**src/rtl/atd_pkg.sv**
```systemverilog
package atd_pkg;

   // Region chosen by the first decode layer
   typedef enum logic [2:0] {
      RG_NONE,
      RG_FLASH,
      RG_SRAM,
      RG_MEM_PERI,
      RG_IO_PERI
   } region_e;

   localparam logic [3:0] NIB_FLASH    = 4'h0;
   localparam logic [3:0] NIB_SRAM     = 4'h2;
   localparam logic [3:0] NIB_MEM_PERI = 4'h4;
   localparam logic [3:0] NIB_IO_PERI  = 4'hC;

   // Peripheral sub-space: group field 27:24, instance field 23:20, offset 19:0
   localparam int PERI_OFF_W  = 20;
   localparam int REGION_LO   = 28;

   typedef struct packed {
      logic valid;
      logic io;
      logic rd;
      logic wr;
   } req_ctrl_t;

endpackage

```
**src/rtl/atd_req_stage.sv**
```systemverilog
module atd_req_stage
   import atd_pkg::*;
#(
   parameter int ADDR_W = 32,
   parameter int DATA_W = 32
) (
   input  logic              clk,
   input  logic              rst_n,
   input  req_ctrl_t         ctrl_in,
   input  logic [ADDR_W-1:0] addr_in,
   input  logic [DATA_W-1:0] wdata_in,
   output req_ctrl_t         ctrl_q,
   output logic [ADDR_W-1:0] addr_q,
   output logic [DATA_W-1:0] wdata_q
);

   always_ff @(posedge clk or negedge rst_n) begin
      if (!rst_n) begin
         ctrl_q  <= '0;
         addr_q  <= '0;
         wdata_q <= '0;
      end else begin
         ctrl_q  <= ctrl_in;
         addr_q  <= addr_in;
         wdata_q <= wdata_in;
      end
   end

endmodule

```
**src/rtl/atd_region_dec.sv**
```systemverilog
module atd_region_dec
   import atd_pkg::*;
(
   input  logic     en,
   input  logic     io,
   input  logic [3:0] nibble,
   output region_e  region
);

   logic [3:0] eff_nib;

   always_comb begin
      eff_nib = {nibble[3] | io, nibble[2:0]};
      region  = RG_NONE;
      if (en) begin
         case (eff_nib)
            NIB_FLASH:    region = RG_FLASH;
            NIB_SRAM:     region = RG_SRAM;
            NIB_MEM_PERI: region = RG_MEM_PERI;
            NIB_IO_PERI:  region = RG_IO_PERI;
            default:      region = RG_NONE;
         endcase
      end
   end

endmodule

```
**src/rtl/atd_bank_dec.sv**
```systemverilog
module atd_bank_dec #(
   parameter int BANKS  = 4,
   parameter int OFF_W  = 12,
   parameter int SPAN_W = 28
) (
   input  logic              en,
   input  logic [SPAN_W-1:0] field,
   output logic [BANKS-1:0]  sel,
   output logic [OFF_W-1:0]  off,
   output logic              hit
);

   localparam int BANK_W = $clog2(BANKS);
   localparam int USED_W = OFF_W + BANK_W;

   logic              upper_clear;
   logic [BANK_W-1:0] bank;

   generate
      if (BANKS < 2 || (1 << BANK_W) != BANKS) begin : g_bad_banks
         $error("atd_bank_dec: BANKS must be a power of two of at least 2");
      end
      if (USED_W > SPAN_W) begin : g_bad_span
         $error("atd_bank_dec: bank and offset fields exceed the region span");
      end
      if (USED_W < SPAN_W) begin : g_upper
         assign upper_clear = (field[SPAN_W-1:USED_W] == '0);
      end else begin : g_full
         assign upper_clear = 1'b1;
      end
   endgenerate

   assign hit  = en & upper_clear;
   assign bank = field[USED_W-1:OFF_W];
   assign off  = hit ? field[OFF_W-1:0] : '0;

   generate
      for (genvar k = 0; k < BANKS; k++) begin : g_sel
         assign sel[k] = hit & (bank == BANK_W'(k));
      end
   endgenerate

endmodule

```
**src/rtl/atd_periph_dec.sv**
```systemverilog
module atd_periph_dec
   import atd_pkg::*;
#(
   parameter int          COUNT    = 2,
   parameter logic [3:0]  GROUP_ID = 4'h1
) (
   input  logic                  en,
   input  logic [3:0]            group,
   input  logic [3:0]            inst,
   input  logic [PERI_OFF_W-1:0] off_in,
   output logic [COUNT-1:0]      sel,
   output logic [PERI_OFF_W-1:0] off,
   output logic                  hit
);

   logic grp_en;

   generate
      if (COUNT < 1 || COUNT > 14) begin : g_bad_count
         $error("atd_periph_dec: COUNT must lie in 1..14");
      end
   endgenerate

   // Second layer: group; third layer: instance, gated by the group enable
   assign grp_en = en & (group == GROUP_ID);

   generate
      for (genvar k = 0; k < COUNT; k++) begin : g_inst
         assign sel[k] = grp_en & (inst == 4'(k + 1));
      end
   endgenerate

   assign hit = |sel;
   assign off = hit ? off_in : '0;

endmodule

```
**src/rtl/atd_rdata_mux.sv**
```systemverilog
module atd_rdata_mux #(
   parameter int DATA_W   = 32,
   parameter int N        = 10,
   parameter bit AND_OR   = 1'b1
) (
   input  logic [N-1:0]        sel,
   input  logic [N*DATA_W-1:0] data,
   input  logic                rd_en,
   output logic [DATA_W-1:0]   dout
);

   logic [DATA_W-1:0] acc;

   generate
      if (AND_OR) begin : g_andor
         always_comb begin
            acc = '0;
            for (int k = 0; k < N; k++)
               acc = acc | ({DATA_W{sel[k]}} & data[k*DATA_W +: DATA_W]);
         end
      end else begin : g_prio
         always_comb begin
            acc = '0;
            for (int k = N - 1; k >= 0; k--)
               if (sel[k]) acc = data[k*DATA_W +: DATA_W];
         end
      end
   endgenerate

   assign dout = rd_en ? acc : '0;

endmodule

```
**src/rtl/addr_tree_decoder.sv**
```systemverilog
module addr_tree_decoder
   import atd_pkg::*;
#(
   parameter int DATA_W       = 32,
   parameter int FLASH_BANKS  = 4,
   parameter int FLASH_OFF_W  = 12,
   parameter int SRAM_BANKS   = 2,
   parameter int SRAM_OFF_W   = 13,
   parameter int UART_COUNT   = 2,
   parameter logic [3:0] UART_GROUP = 4'h1,
   parameter bit RD_AND_OR    = 1'b1
) (
   input  logic                          clk,
   input  logic                          rst_n,
   input  logic                          req_valid,
   input  logic                          req_io,
   input  logic                          req_rd,
   input  logic                          req_wr,
   input  logic [31:0]                   req_addr,
   input  logic [DATA_W-1:0]             req_wdata,
   output logic [DATA_W-1:0]             rsp_rdata,
   output logic                          rsp_err,
   output logic                          tgt_rd,
   output logic                          tgt_wr,
   output logic [DATA_W-1:0]             tgt_wdata,
   output logic [FLASH_BANKS-1:0]        flash_sel,
   output logic [FLASH_OFF_W-1:0]        flash_off,
   input  logic [FLASH_BANKS*DATA_W-1:0] flash_rdata,
   output logic [SRAM_BANKS-1:0]         sram_sel,
   output logic [SRAM_OFF_W-1:0]         sram_off,
   input  logic [SRAM_BANKS*DATA_W-1:0]  sram_rdata,
   output logic [UART_COUNT-1:0]         uart_sel,
   output logic [PERI_OFF_W-1:0]         uart_off,
   input  logic [UART_COUNT*DATA_W-1:0]  uart_rdata,
   output logic [UART_COUNT-1:0]         iore_sel,
   output logic [PERI_OFF_W-1:0]         iore_off,
   input  logic [UART_COUNT*DATA_W-1:0]  iore_rdata
);

   localparam int N_TGT = FLASH_BANKS + SRAM_BANKS + 2 * UART_COUNT;

   generate
      if (DATA_W < 8) begin : g_bad_dw
         $error("addr_tree_decoder: DATA_W too small");
      end
   endgenerate

   req_ctrl_t         ctrl_in, rq;
   logic [31:0]       raddr;
   logic [DATA_W-1:0] rwdata;
   region_e           region;
   logic              flash_hit, sram_hit, uart_hit, iore_hit, any_hit;
   logic [N_TGT-1:0]  all_sel;
   logic              any_sel;

   assign ctrl_in = '{valid: req_valid, io: req_io, rd: req_rd, wr: req_wr};

   atd_req_stage #(.ADDR_W(32), .DATA_W(DATA_W)) u_stage (
      .clk      (clk),
      .rst_n    (rst_n),
      .ctrl_in  (ctrl_in),
      .addr_in  (req_addr),
      .wdata_in (req_wdata),
      .ctrl_q   (rq),
      .addr_q   (raddr),
      .wdata_q  (rwdata)
   );

   // Layer one: region from the top nibble
   atd_region_dec u_region (
      .en     (rq.valid),
      .io     (rq.io),
      .nibble (raddr[31:REGION_LO]),
      .region (region)
   );

   // Layer two: memory banks
   atd_bank_dec #(.BANKS(FLASH_BANKS), .OFF_W(FLASH_OFF_W), .SPAN_W(REGION_LO)) u_flash (
      .en    (region == RG_FLASH),
      .field (raddr[REGION_LO-1:0]),
      .sel   (flash_sel),
      .off   (flash_off),
      .hit   (flash_hit)
   );

   atd_bank_dec #(.BANKS(SRAM_BANKS), .OFF_W(SRAM_OFF_W), .SPAN_W(REGION_LO)) u_sram (
      .en    (region == RG_SRAM),
      .field (raddr[REGION_LO-1:0]),
      .sel   (sram_sel),
      .off   (sram_off),
      .hit   (sram_hit)
   );

   // Layers two and three: peripheral group and instance, once per space
   atd_periph_dec #(.COUNT(UART_COUNT), .GROUP_ID(UART_GROUP)) u_uart (
      .en     (region == RG_MEM_PERI),
      .group  (raddr[27:24]),
      .inst   (raddr[23:20]),
      .off_in (raddr[PERI_OFF_W-1:0]),
      .sel    (uart_sel),
      .off    (uart_off),
      .hit    (uart_hit)
   );

   atd_periph_dec #(.COUNT(UART_COUNT), .GROUP_ID(UART_GROUP)) u_iore (
      .en     (region == RG_IO_PERI),
      .group  (raddr[27:24]),
      .inst   (raddr[23:20]),
      .off_in (raddr[PERI_OFF_W-1:0]),
      .sel    (iore_sel),
      .off    (iore_off),
      .hit    (iore_hit)
   );

   assign all_sel = {iore_sel, uart_sel, sram_sel, flash_sel};
   assign any_hit = flash_hit | sram_hit | uart_hit | iore_hit;
   assign any_sel = |all_sel;

   atd_rdata_mux #(.DATA_W(DATA_W), .N(N_TGT), .AND_OR(RD_AND_OR)) u_rmux (
      .sel   (all_sel),
      .data  ({iore_rdata, uart_rdata, sram_rdata, flash_rdata}),
      .rd_en (rq.rd & any_sel),
      .dout  (rsp_rdata)
   );

   assign rsp_err   = rq.valid & ~any_hit;
   assign tgt_rd    = rq.rd & any_sel;
   assign tgt_wr    = rq.wr & ~rq.rd & any_sel;
   assign tgt_wdata = rwdata;

endmodule

```
**config.mk**
```make
export PLATFORM = sky130hd
export DESIGN_NAME = addr_tree_decoder
export DESIGN_NICKNAME = d
export VERILOG_FILES = /design/src/rtl/atd_pkg.sv /design/src/rtl/atd_req_stage.sv /design/src/rtl/atd_region_dec.sv /design/src/rtl/atd_bank_dec.sv /design/src/rtl/atd_periph_dec.sv /design/src/rtl/atd_rdata_mux.sv /design/src/rtl/addr_tree_decoder.sv
export SDC_FILE = /design/constraint.sdc
export NUM_CORES = 1
export LEC_CHECK = 0
export ABC_AREA = 1
export BUFFER_PORTS_ARGS = -buffer_cell sky130_fd_sc_hd__buf_2
export CAP_MARGIN = 10
export CORE_AREA = 2 2 208 210
export DETAILED_ROUTE_END_ITERATION = 8
export DIE_AREA = 0 0 210 212
export GPL_ROUTABILITY_DRIVEN = 0
export HOLD_SLACK_MARGIN = 0.1
export PLACE_DENSITY = 0.34
export RECOVER_POWER = 25
export SLEW_MARGIN = 40
export SYNTH_ARGS = -nofsm -noshare
export SYNTH_HDL_FRONTEND = slang
export SYNTH_SLANG_ARGS = --single-unit
```
**constraint.sdc**
```tcl
create_clock -name clk -period 5.9 [get_ports clk]
set_clock_uncertainty 0.2 [all_clocks]
set_input_delay 1.18 -clock clk [delete_from_list [all_inputs] [get_ports clk]]
set_output_delay 1.18 -clock clk [all_outputs]
set_load 0.05 [all_outputs]
```
# Yosys cells after proc, flatten, opt, wreduce, memory -nomap -nowiden
# Index checks and enable logic that the tools add are counted.
dict set report totals {
  elab_cells 76
  input_bits 390
  latch_bits 0
  mem_bits_ro 0
  regBits 68
  output_inout_bits 142
  memories 0
  ramBits 0
}
dict set report op_classes {
  n_bitwise 44
  eq_ne 13
  addsub 0
  n_reduce_logical 6
  div_mod_pow 0
  muxes 7
  multipliers 0
  order_cmp 0
  n_shift 0
}
# operator n
set ops {}
lappend ops {{$and A32 B32 Y32} 10}
lappend ops {{$or A32 B32 Y32} 9}
lappend ops {{$mux W20} 2}
lappend ops {{$mux W32} 1}
lappend ops {{$and A1 B1 Y1} 18}
lappend ops {{$logic_not A14 Y1} 1}
lappend ops {{$mux W13} 1}
lappend ops {{$mux W12} 1}
lappend ops {{$pmux W3 S4} 1}
lappend ops {{$reduce_or A10 Y1} 1}
lappend ops {{$eq A4 B1 Y1 const B} 2}
lappend ops {{$eq A4 B2 Y1 const B} 2}
lappend ops {{$eq A3 B2 Y1 const B} 2}
lappend ops {{$eq A2 B2 Y1 const B} 2}
lappend ops {{$eq A4 B3 Y1 const B} 1}
lappend ops {{$eq A4 B4 Y1 const B} 1}
lappend ops {{$logic_not A4 Y1} 1}
lappend ops {{$or A1 B1 Y1} 4}
lappend ops {{$reduce_or A2 Y1} 2}
lappend ops {{$eq A3 B1 Y1 const B} 1}
lappend ops {{$eq A3 B3 Y1 const B} 1}
lappend ops {{$mux W3} 1}
lappend ops {{$not A1 Y1} 3}
lappend ops {{$eq A2 B1 Y1 const B} 1}
lappend ops {{$logic_not A2 Y1} 1}

# Longest topological paths before layout
# Gate-level depths: netlist of run 1.
dict set report depth {
  depth_word 18
  mapped_depth 14
}

# Hierarchy
# From an unflattened synthesis of run 1, not the netlist that was laid out.
dict set report hier_totals {
  cells_unflattened 1029
  hier_area_um2 5853.1
}
# mod cells_each area_per_inst_um2 n_inst
set modules_own_cells {}
lappend modules_own_cells {atd_rdata_mux 705 2922.8 1}
lappend modules_own_cells {atd_req_stage 68 1701.6 1}
lappend modules_own_cells {atd_periph_dec 63 320.3 2}
lappend modules_own_cells {{atd_bank_dec at u_flash} 51 232.7 1}
lappend modules_own_cells {{atd_bank_dec at u_sram} 46 214.0 1}
lappend modules_own_cells {addr_tree_decoder 22 91.3 1}
lappend modules_own_cells {atd_region_dec 11 50.0 1}

# Worst setup path before layout of run 1
# OpenSTA, ideal clock, no wires.
dict set report synth_timing {
  path_kind {register to output}
  startpoint {register u_stage.addr_q[23]}
  endpoint {output port rsp_rdata[12]}
  t_required_ns 4.520
  path_buffers 1
  stages_incl_launch_ff 10
  t_arrival_ns 2.800
  setup_slack_ns 1.720
  path_cell_list {dfrtp_1 -> or2_4 -> nor3_4 -> inv_2 -> nor2_1 -> nor2_1 -> nand4_2 -> nand2_4 -> buf_6 -> nor2_1}
}
dict set report synth_via {
  word_cells_on_any_way 37
}
# item line_no
set synth_lines {}
lappend synth_lines {{from (decl)} atd_req_stage.sv:13} ;# output logic [ADDR_W-1:0] addr_q,
lappend synth_lines {{from (signal assigned)} atd_req_stage.sv:24} ;# addr_q <= addr_in;
lappend synth_lines {{$eq A4 B2 Y1 (*)} atd_periph_dec.sv:29} ;# assign sel[k] = grp_en & (inst == 4'(k + 1));
lappend synth_lines {{$and A1 B1 Y1 (*)} atd_periph_dec.sv:29}
lappend synth_lines {{via iore_sel[1]} addr_tree_decoder.sv:35} ;# output logic [UART_COUNT-1:0] iore_sel,
lappend synth_lines {{$reduce_or A10 Y1 / $and A32 B32 Y32 (equally long branches)} {addr_tree_decoder.sv:117, atd_rdata_mux.sv:19}}
lappend synth_lines {{$and A1 B1 Y1 / $or A32 B32 Y32 (equally long branches)} {addr_tree_decoder.sv:122, atd_rdata_mux.sv:19}}
lappend synth_lines {{$mux W32 (*)} atd_rdata_mux.sv:30} ;# assign dout = rd_en ? acc : '0;
lappend synth_lines {{to (decl)} addr_tree_decoder.sv:21} ;# output logic [DATA_W-1:0] rsp_rdata,
# The timed path passes the listed nets; every way through them passes the cells marked *.

# Worst setup path in the final report of run 1
dict set report layout_timing {
  startpoint {register u_stage.addr_q[27]}
  endpoint {output port rsp_rdata[19]}
}
dict set report layout_via {
  elab_chain_cells 14
  word_cells_on_any_way 38
}
# item line_no
set layout_rtl {}
lappend layout_rtl {{$logic_not A14 Y1} atd_bank_dec.sv:27} ;# assign upper_clear = (field[SPAN_W-1:USED_W] == '0);
lappend layout_rtl {{$and A1 B1 Y1} atd_bank_dec.sv:33} ;# assign hit = en & upper_clear;
lappend layout_rtl {{$and A1 B1 Y1} atd_bank_dec.sv:39} ;# assign sel[k] = hit & (bank == BANK_W'(k));
lappend layout_rtl {{$and A32 B32 Y32} atd_rdata_mux.sv:19} ;# acc = acc | ({DATA_W{sel[k]}} & data[k*DATA_W +: DATA_W]);
lappend layout_rtl {{$or A32 B32 Y32 (9 in a row)} atd_rdata_mux.sv:19}
lappend layout_rtl {{$mux W32 (*)} atd_rdata_mux.sv:30}
# Every way passes the cells marked *; elsewhere a longest branch is shown, timed or not.

==> results of run 1 <==
-- metal layers --
metal | wire length (µm) | vias up | track usage (%) | share of wire [%]
met5 | 20 | - | 0 | 0.052
met4 | 648 | 4 | 3.35 | 1.7
met3 | 2840 | 32 | 3.77 | 7.4
met2 | 19600 | 406 | 30.7 | 51
met1 | 15200 | 3673 | 18.9 | 40
li1 | - | 4005 | - | -
-- worst max-delay path, delay by kind of cell (launching register included) --
kind / cells / cell delay, ns
buffers and inverters: 2 / 0.51
flip-flops: 1 / 0.36
AND/OR/NAND/NOR: 10 / 2.18
-- cells by family (layout without fill, tap and decap cells) --
group	count (synthesis)	after routing
simple gates	724	724
other cells	0	1
buf+inv	168	665
compound gates	1	1
flops	68	68
-- layout make-up --
| class | count | area (µm²) | share of cell area [%] |
|---|---|---|---|
| Sequential cell | 68 | 1700 | 18.6 |
| Clock inverter | 7 | 82.6 | 0.903 |
| Multi-Input combinational cell | 725 | 3240 | 35.4 |
| Antenna cell | 1 | 2.50 | 0.0274 |
| Timing Repair Buffer | 550 | 2840 | 31.0 |
| Clock buffer | 9 | 225 | 2.46 |
| Tap cell | 546 | 683 | 7.47 |
| Inverter | 99 | 372 | 4.06 |
-- registers in the layout, summed over array words and instances (netlist names) --
name and count:
u_stage.wdata_q 32, u_stage.addr_q 32, u_stage.ctrl_q 4
-- stage by stage --
| step | hold WS, ns | util, % |
|---|---|---|
| after global placement | 1.09 | 20.6 |
| after global routing | 0.732 | 21.5 |
| after detailed placement | 1.09 | 20.8 |
| final | 0.747 | 21.5 |
| after CTS | 0.733 | 21.5 |
| after floorplan | 0.684 | - |
-- power breakdown --
part           switching [µW]  leakage, µW  internal (µW)  total [µW]
Clock                     232     0.000145            335         567
Sequential               11.0     0.000791            490         501
Combinational             153      0.00437            107         261
Total                     396      0.00531            932        1330
-- how the worst min path moves through the flow --
stage                  startpoint                   to  cells after the start
floorplan                   rst_n    u_stage.addr_q[0]                      0
CTS                  req_addr[11]   u_stage.addr_q[11]                      1
global route        req_wdata[16]  u_stage.wdata_q[16]                      1
global placement    req_wdata[11]  u_stage.wdata_q[11]                      1
finish                      rst_n  u_stage.wdata_q[24]                      2
detailed placement  req_wdata[22]  u_stage.wdata_q[22]                      1
-- cell usage in the layout (no fill, tap or decap), drive strengths merged --
cell type	netlist	routed
nor3	5	5
clkbuf	30	12
dfrtp	68	68
or2	1	1
bufinv	0	1
nand4	65	65
clkinvlp	0	2
inv	99	103
buf	39	547
nand3	160	160
nand2	303	303
o21ai	1	1
diode	0	1
nor2	189	189
and2	1	1
==> reports/qor.yml, run 1 <==
design_area_um2: 9140
setup-tns-final_ns: 0
worstSetupStartpointType: "flop"
detail_routed_via_count_per_cell: 4.05
ys_warn_count: 0
finish.net_count: 1843
port_buffers: 531
worstSetupPathType: "reg2out"
num-fill-cells: 5064
synth_fp_nets: 1351
status: "finished, final reports clean"
clockRootBuffer: "sky130_fd_sc_hd__clkbuf_16"
max-slew-margin-rel_pct: 49.7
die_area_um2: 44500
ys_seq_area_share_pct: 30.4
dpl.hpwl_um: 30900
ctsLongestPathBuffers: 2
synth_cells: 961
avgSynthCellArea_um2: 5.82
totalWireLength_um: 38300
synth_top_family_by_area: "simple AND/OR/NAND/NOR gates"
peakVddDrop_uv: 160
netlist_top_cells_area: "sky130_fd_sc_hd__dfrtp_1, sky130_fd_sc_hd__nand2_1, sky130_fd_sc_hd__nand3_1"
timing.final.crit_share_pct: 82.4
rsz_0062_raised_after_global_routing: "no"
grt_remaining_overflow: 0
route.antenna.remaining_nets: 0
io_pins: 532
area_growth_syn_to_layout_pct: 63.5
pre_antenna_drt_iters: 5
core_um2: 42500
placed_area_um2: 8840
ys_types: 23
tightest_slew_ns: 0.754
ys_top_cells_by_count: "sky130_fd_sc_hd__nand2_1, sky130_fd_sc_hd__nor2_1, sky130_fd_sc_hd__nand3_1"
post_cts.repair.setup_buffers: 0
critPathCapture: "rsp_rdata[19]"
post_cts_resized: 0
asr_flop_ratio_synth_pct: 100
count_of_endpoints_failing_hold_in_the_final_timing_report: 0
dpl_worst_slack_ns: 1.30
post-layout-total-power_uw: 1330
synth_seq_cells: 68
synthDominantCellAreaShare_pct: 30.4
final.setup.worst_slack_ns: 1.04
worst_ep_required_time_ns: 4.52
critical_path_arrival_ns: 3.48
synth_ff_type: "sky130_fd_sc_hd__dfrtp_1"
grt_pass1_wl_um: 53600
yosysMostFrequentCell: "sky130_fd_sc_hd__nand2_1"
cp-end-kind: "output pin"
post_synth_xor_area_fraction_pct: 0
achievable-frequency_mhz: 206
number_of_setup_violations_in_the_final_report: 0
synth.area.mux_share_pct: 0
final_period_minus_worst_setup_slack_ns: 4.86
grt_pass1_vias: 8288
cts_buffers: 9
timing.critical_path.slowest_stage_cell: "sky130_fd_sc_hd__nor2_4"
min_path_type: "in2async"
track_usage_pct: 16.4
cts.sinks: 68
drt-initial-drc-count: 356
post_cts_hold_buffer_count: 0
grt_start_max_net_pins: 69
max_stage_delay_ns: 0.49
avgRoutedWirePerCell_um: 19.1
start_util_pct: 13.2
pwr_density_cell_nw_per_um2: 145
place_inst: 1988
critical_path_peak_fanout: 33
final_cell_count_no_fill: 2005
die_height_um: 212
antenna_violations_before_repair: 5
slew_violations: 0
drc: 0
maxCapViolations: 0
synth-edff-count: 0
critical_path.startpoint: "u_stage.addr_q[27]"
htreeDepth: 3
cts.clk_slew.worst_paths_ns: 0.07
crit_path_cell_trace: "nor2_1 -> nand2_1 -> nor2_4 -> and2_1 -> nand2_1 -> nor2_4 -> nor2_2 -> buf_4 -> nand4_2 -> nand2_4 -> nor2_1 -> buf_2"
post_synth_and_or_nand_nor_area_fraction_pct: 57.0
vias: 8120
yosys.area_share.adder_pct: 0
fp.dieW_um: 210
leakagePower_uw: 0.00531
synth_compound_gate_area_share_pct: 0.0895
core.rowCount: 76
synth_top_area_cell: "sky130_fd_sc_hd__dfrtp_1"
synth.cell_area_um2: 5590
drive_gt1_share_pct: 41.0
tritoncts: "done"
Note: power is estimated with default switching activity, not from simulation.
==> inputs of run 2 (changes only) <==
--- a/config.mk
+++ b/config.mk
@@ -8,12 +8,12 @@
 export ABC_AREA = 1
 export BUFFER_PORTS_ARGS = -buffer_cell sky130_fd_sc_hd__buf_2
 export CAP_MARGIN = 10
-export CORE_AREA = 2 2 208 210
+export CORE_AREA = 2 2 204 206
 export DETAILED_ROUTE_END_ITERATION = 8
-export DIE_AREA = 0 0 210 212
+export DIE_AREA = 0 0 206 208
 export GPL_ROUTABILITY_DRIVEN = 0
 export HOLD_SLACK_MARGIN = 0.1
-export PLACE_DENSITY = 0.34
+export PLACE_DENSITY = 0.35
 export RECOVER_POWER = 25
 export SLEW_MARGIN = 40
 export SYNTH_ARGS = -nofsm -noshare
==> constraint.sdc (replaced) <==
create_clock -name clk -period 4.5 [get_ports clk]
set_clock_uncertainty 0.2 [all_clocks]
set_input_delay 0.9 -clock clk [delete_from_list [all_inputs] [get_ports clk]]
set_output_delay 0.9 -clock clk [all_outputs]
set_load 0.05 [all_outputs]
==> reports/qor.yml, run 2 (synthesized netlist as in run 1, its figures left out) <==
status: "finished, final reports clean"
timing.final.crit_share_pct: 87.6
antenna_violations_before_repair: 6  # +1
port_buffers: 531  # unchanged
count_of_endpoints_failing_hold_in_the_final_timing_report: 0  # unchanged
worst_ep_required_time_ns: 3.40  # -1.12 ns
die_height_um: 208  # -1.9%
tightest_slew_ns: 1.25  # +0.497 ns
htreeDepth: 3  # unchanged
cts.clk_slew.worst_paths_ns: 0.06  # about the same
cell_internal_pwr_uw: 1280  # +37%
start_util_pct: 13.8  # +0.63 points
cts.sinks: 68  # unchanged
avgRoutedWirePerCell_um: 19.1  # -0.29%
netSwitchingFraction_pct: 26.9  # -3.0 points
grt_remaining_overflow: 0  # unchanged
layout.cells.most_common: "sky130_fd_sc_hd__buf_2"
layout_common_cells: "sky130_fd_sc_hd__buf_2, sky130_fd_sc_hd__nand2_1, sky130_fd_sc_hd__nor2_1, sky130_fd_sc_hd__nand3_1, sky130_fd_sc_hd__inv_1"
area_growth_syn_to_layout_pct: 66.5
grt_pass1_wl_um: 53400  # -0.21%
hold-worst-slack_ns: 0.463  # -0.285 ns
critical_path_peak_fanout: 23  # -30%
vias: 8160  # +0.49%
max-slew-margin-rel_pct: 16.6  # -33 points
max_layer_used: "met5"
layout_top_registers: "u_stage.addr_q: 32 flops, u_stage.wdata_q: 32 flops, u_stage.ctrl_q: 4 flops"
drive_gt1_share_pct: 40.9  # -0.069 points
totalWireLength_um: 38000  # -0.84%
ctsLongestPathBuffers: 2  # unchanged
wl_met1_um: 15200  # about the same
track_usage_pct: 16.8  # +0.47 points
crit_path_cell_trace: "nand2_1 -> inv_1 -> nand2_1 -> o21ai_0 -> nand2_1 -> nor2_4 -> nor2_4 -> nand4_2 -> nand2_4 -> buf_12 -> nor2_1 -> buf_2"
grt_start_max_net_pins: 65  # -5.8%
number_of_setup_violations_in_the_final_report: 0  # unchanged
power.share.sequential_pct: 37.7  # about the same
core.rowCount: 74  # -2.6%
worstSetupStartpointType: "flop"
min_path_type: "in2async"
met2_length_um: 18900  # -3.4%
tritoncts: "done"
finish.net_count: 1845  # +0.11%
post_cts.repair.setup_buffers: 0  # unchanged
fp.dieW_um: 206  # -1.9%
dpl.hpwl_um: 30200  # -2.1%
pwr-share-clk_pct: 43.1  # +0.4 points
drc: 0  # unchanged
route.antenna.remaining_nets: 0  # unchanged
pre_antenna_drt_iters: 5  # unchanged
cts_buffers: 9  # unchanged
total_switching_power_uw: 469  # +18%
drt-initial-drc-count: 364  # +2.2%
grt_pass1_vias: 8284  # -0.048%
place_inst: 1976  # -0.60%
maxCapViolations: 0  # unchanged
post_cts_resized: 0  # unchanged
pwr_density_cell_nw_per_um2: 187  # +29%
io_pins: 532  # unchanged
die_area_um2: 42800  # -3.8%
worstSetupPathType: "reg2out"
achievable-frequency_mhz: 254
comb_power_share_pct: 19.3  # -0.3 points
peakVddDrop_uv: 281  # +75%
critical_path.most_common_cell: "sky130_fd_sc_hd__nand2_1"
final_period_minus_worst_setup_slack_ns: 3.94
max_stage_delay_ns: 0.46  # -0.03 ns
leakagePower_uw: 0.00535  # +0.79%
clockRootBuffer: "sky130_fd_sc_hd__clkbuf_16"
final_cell_count_no_fill: 1994  # -0.55%
critical_path_arrival_ns: 2.84  # -0.64 ns
detail_routed_via_count_per_cell: 4.09  # +1.0%
timing.critical_path.slowest_stage_cell: "sky130_fd_sc_hd__nor2_4"
slew_violations: 0  # unchanged
post_cts_hold_buffer_count: 0  # unchanged
cp-end-kind: "output pin"
setup-tns-final_ns: 0  # unchanged
post-layout-total-power_uw: 1740  # +31%
rsz_0062_raised_after_global_routing: "no"
routed-wl-met3_um: 3210  # +13%
core_um2: 40600  # -4.6%
==> run 2: per-layer routing <==
metal	global-route usage, %	up-vias
li1	-	4011
met1	19.8	3727
met2	30.7	385
met3	3.95	31
met4	3.62	6
met5	0	-
==> run 2: power by group through the flow <==
stage               Clock, µW  Combinational [µW]  Sequential [µW]
global route              798                 363              660
CTS                       774                 343              657
global placement            0                 338              667
detailed placement          0                 341              668
floorplan                   0                45.0              717
finish                    752                 336              657
==> run 2: how the worst max path moves through the flow <==
stage | from | endpoint | depth (start not counted)
6_report | u_stage.ctrl_q[3] | rsp_rdata[21] | 12
3_3_place_gp | u_stage.ctrl_q[2] | rsp_rdata[21] | 13
5_1_grt | u_stage.ctrl_q[2] | rsp_rdata[0] | 15
2_1_floorplan | u_stage.addr_q[23] | rsp_rdata[12] | 9
3_5_place_dp | u_stage.ctrl_q[2] | rsp_rdata[22] | 13
4_1_cts | u_stage.ctrl_q[2] | rsp_rdata[22] | 13
==> run 2: worst max-delay path, delay by kind of cell (launching register included) <==
family                 cells  cell delay [ns]
AO/OA/AOI/OAI              1             0.10
buffers and inverters      3             0.48
AND/OR/NAND/NOR            8             1.52
flip-flops                 1             0.37
==> run 2: through the flow <==
step                setup slack, ns  utilization, %  cell area, µm²
floorplan                     0.600               -            5590
CTS                           0.434            23.0            9310
finish                        0.557            23.0            9310
global placement              0.500            22.1            8970
global route                  0.290            22.9            9310
detailed placement            0.808            22.2            8990
==> run 2: cell type report <==
cell class	count	area [µm²]
diodes	4	10.0
clock buffers	10	239
clock inverters	4	75.1
fillers	4787	31200
inverters	99	372
multi-input cells	725	3250
flip-flops and latches	68	1700
well taps	532	666
repair buffers	552	3000
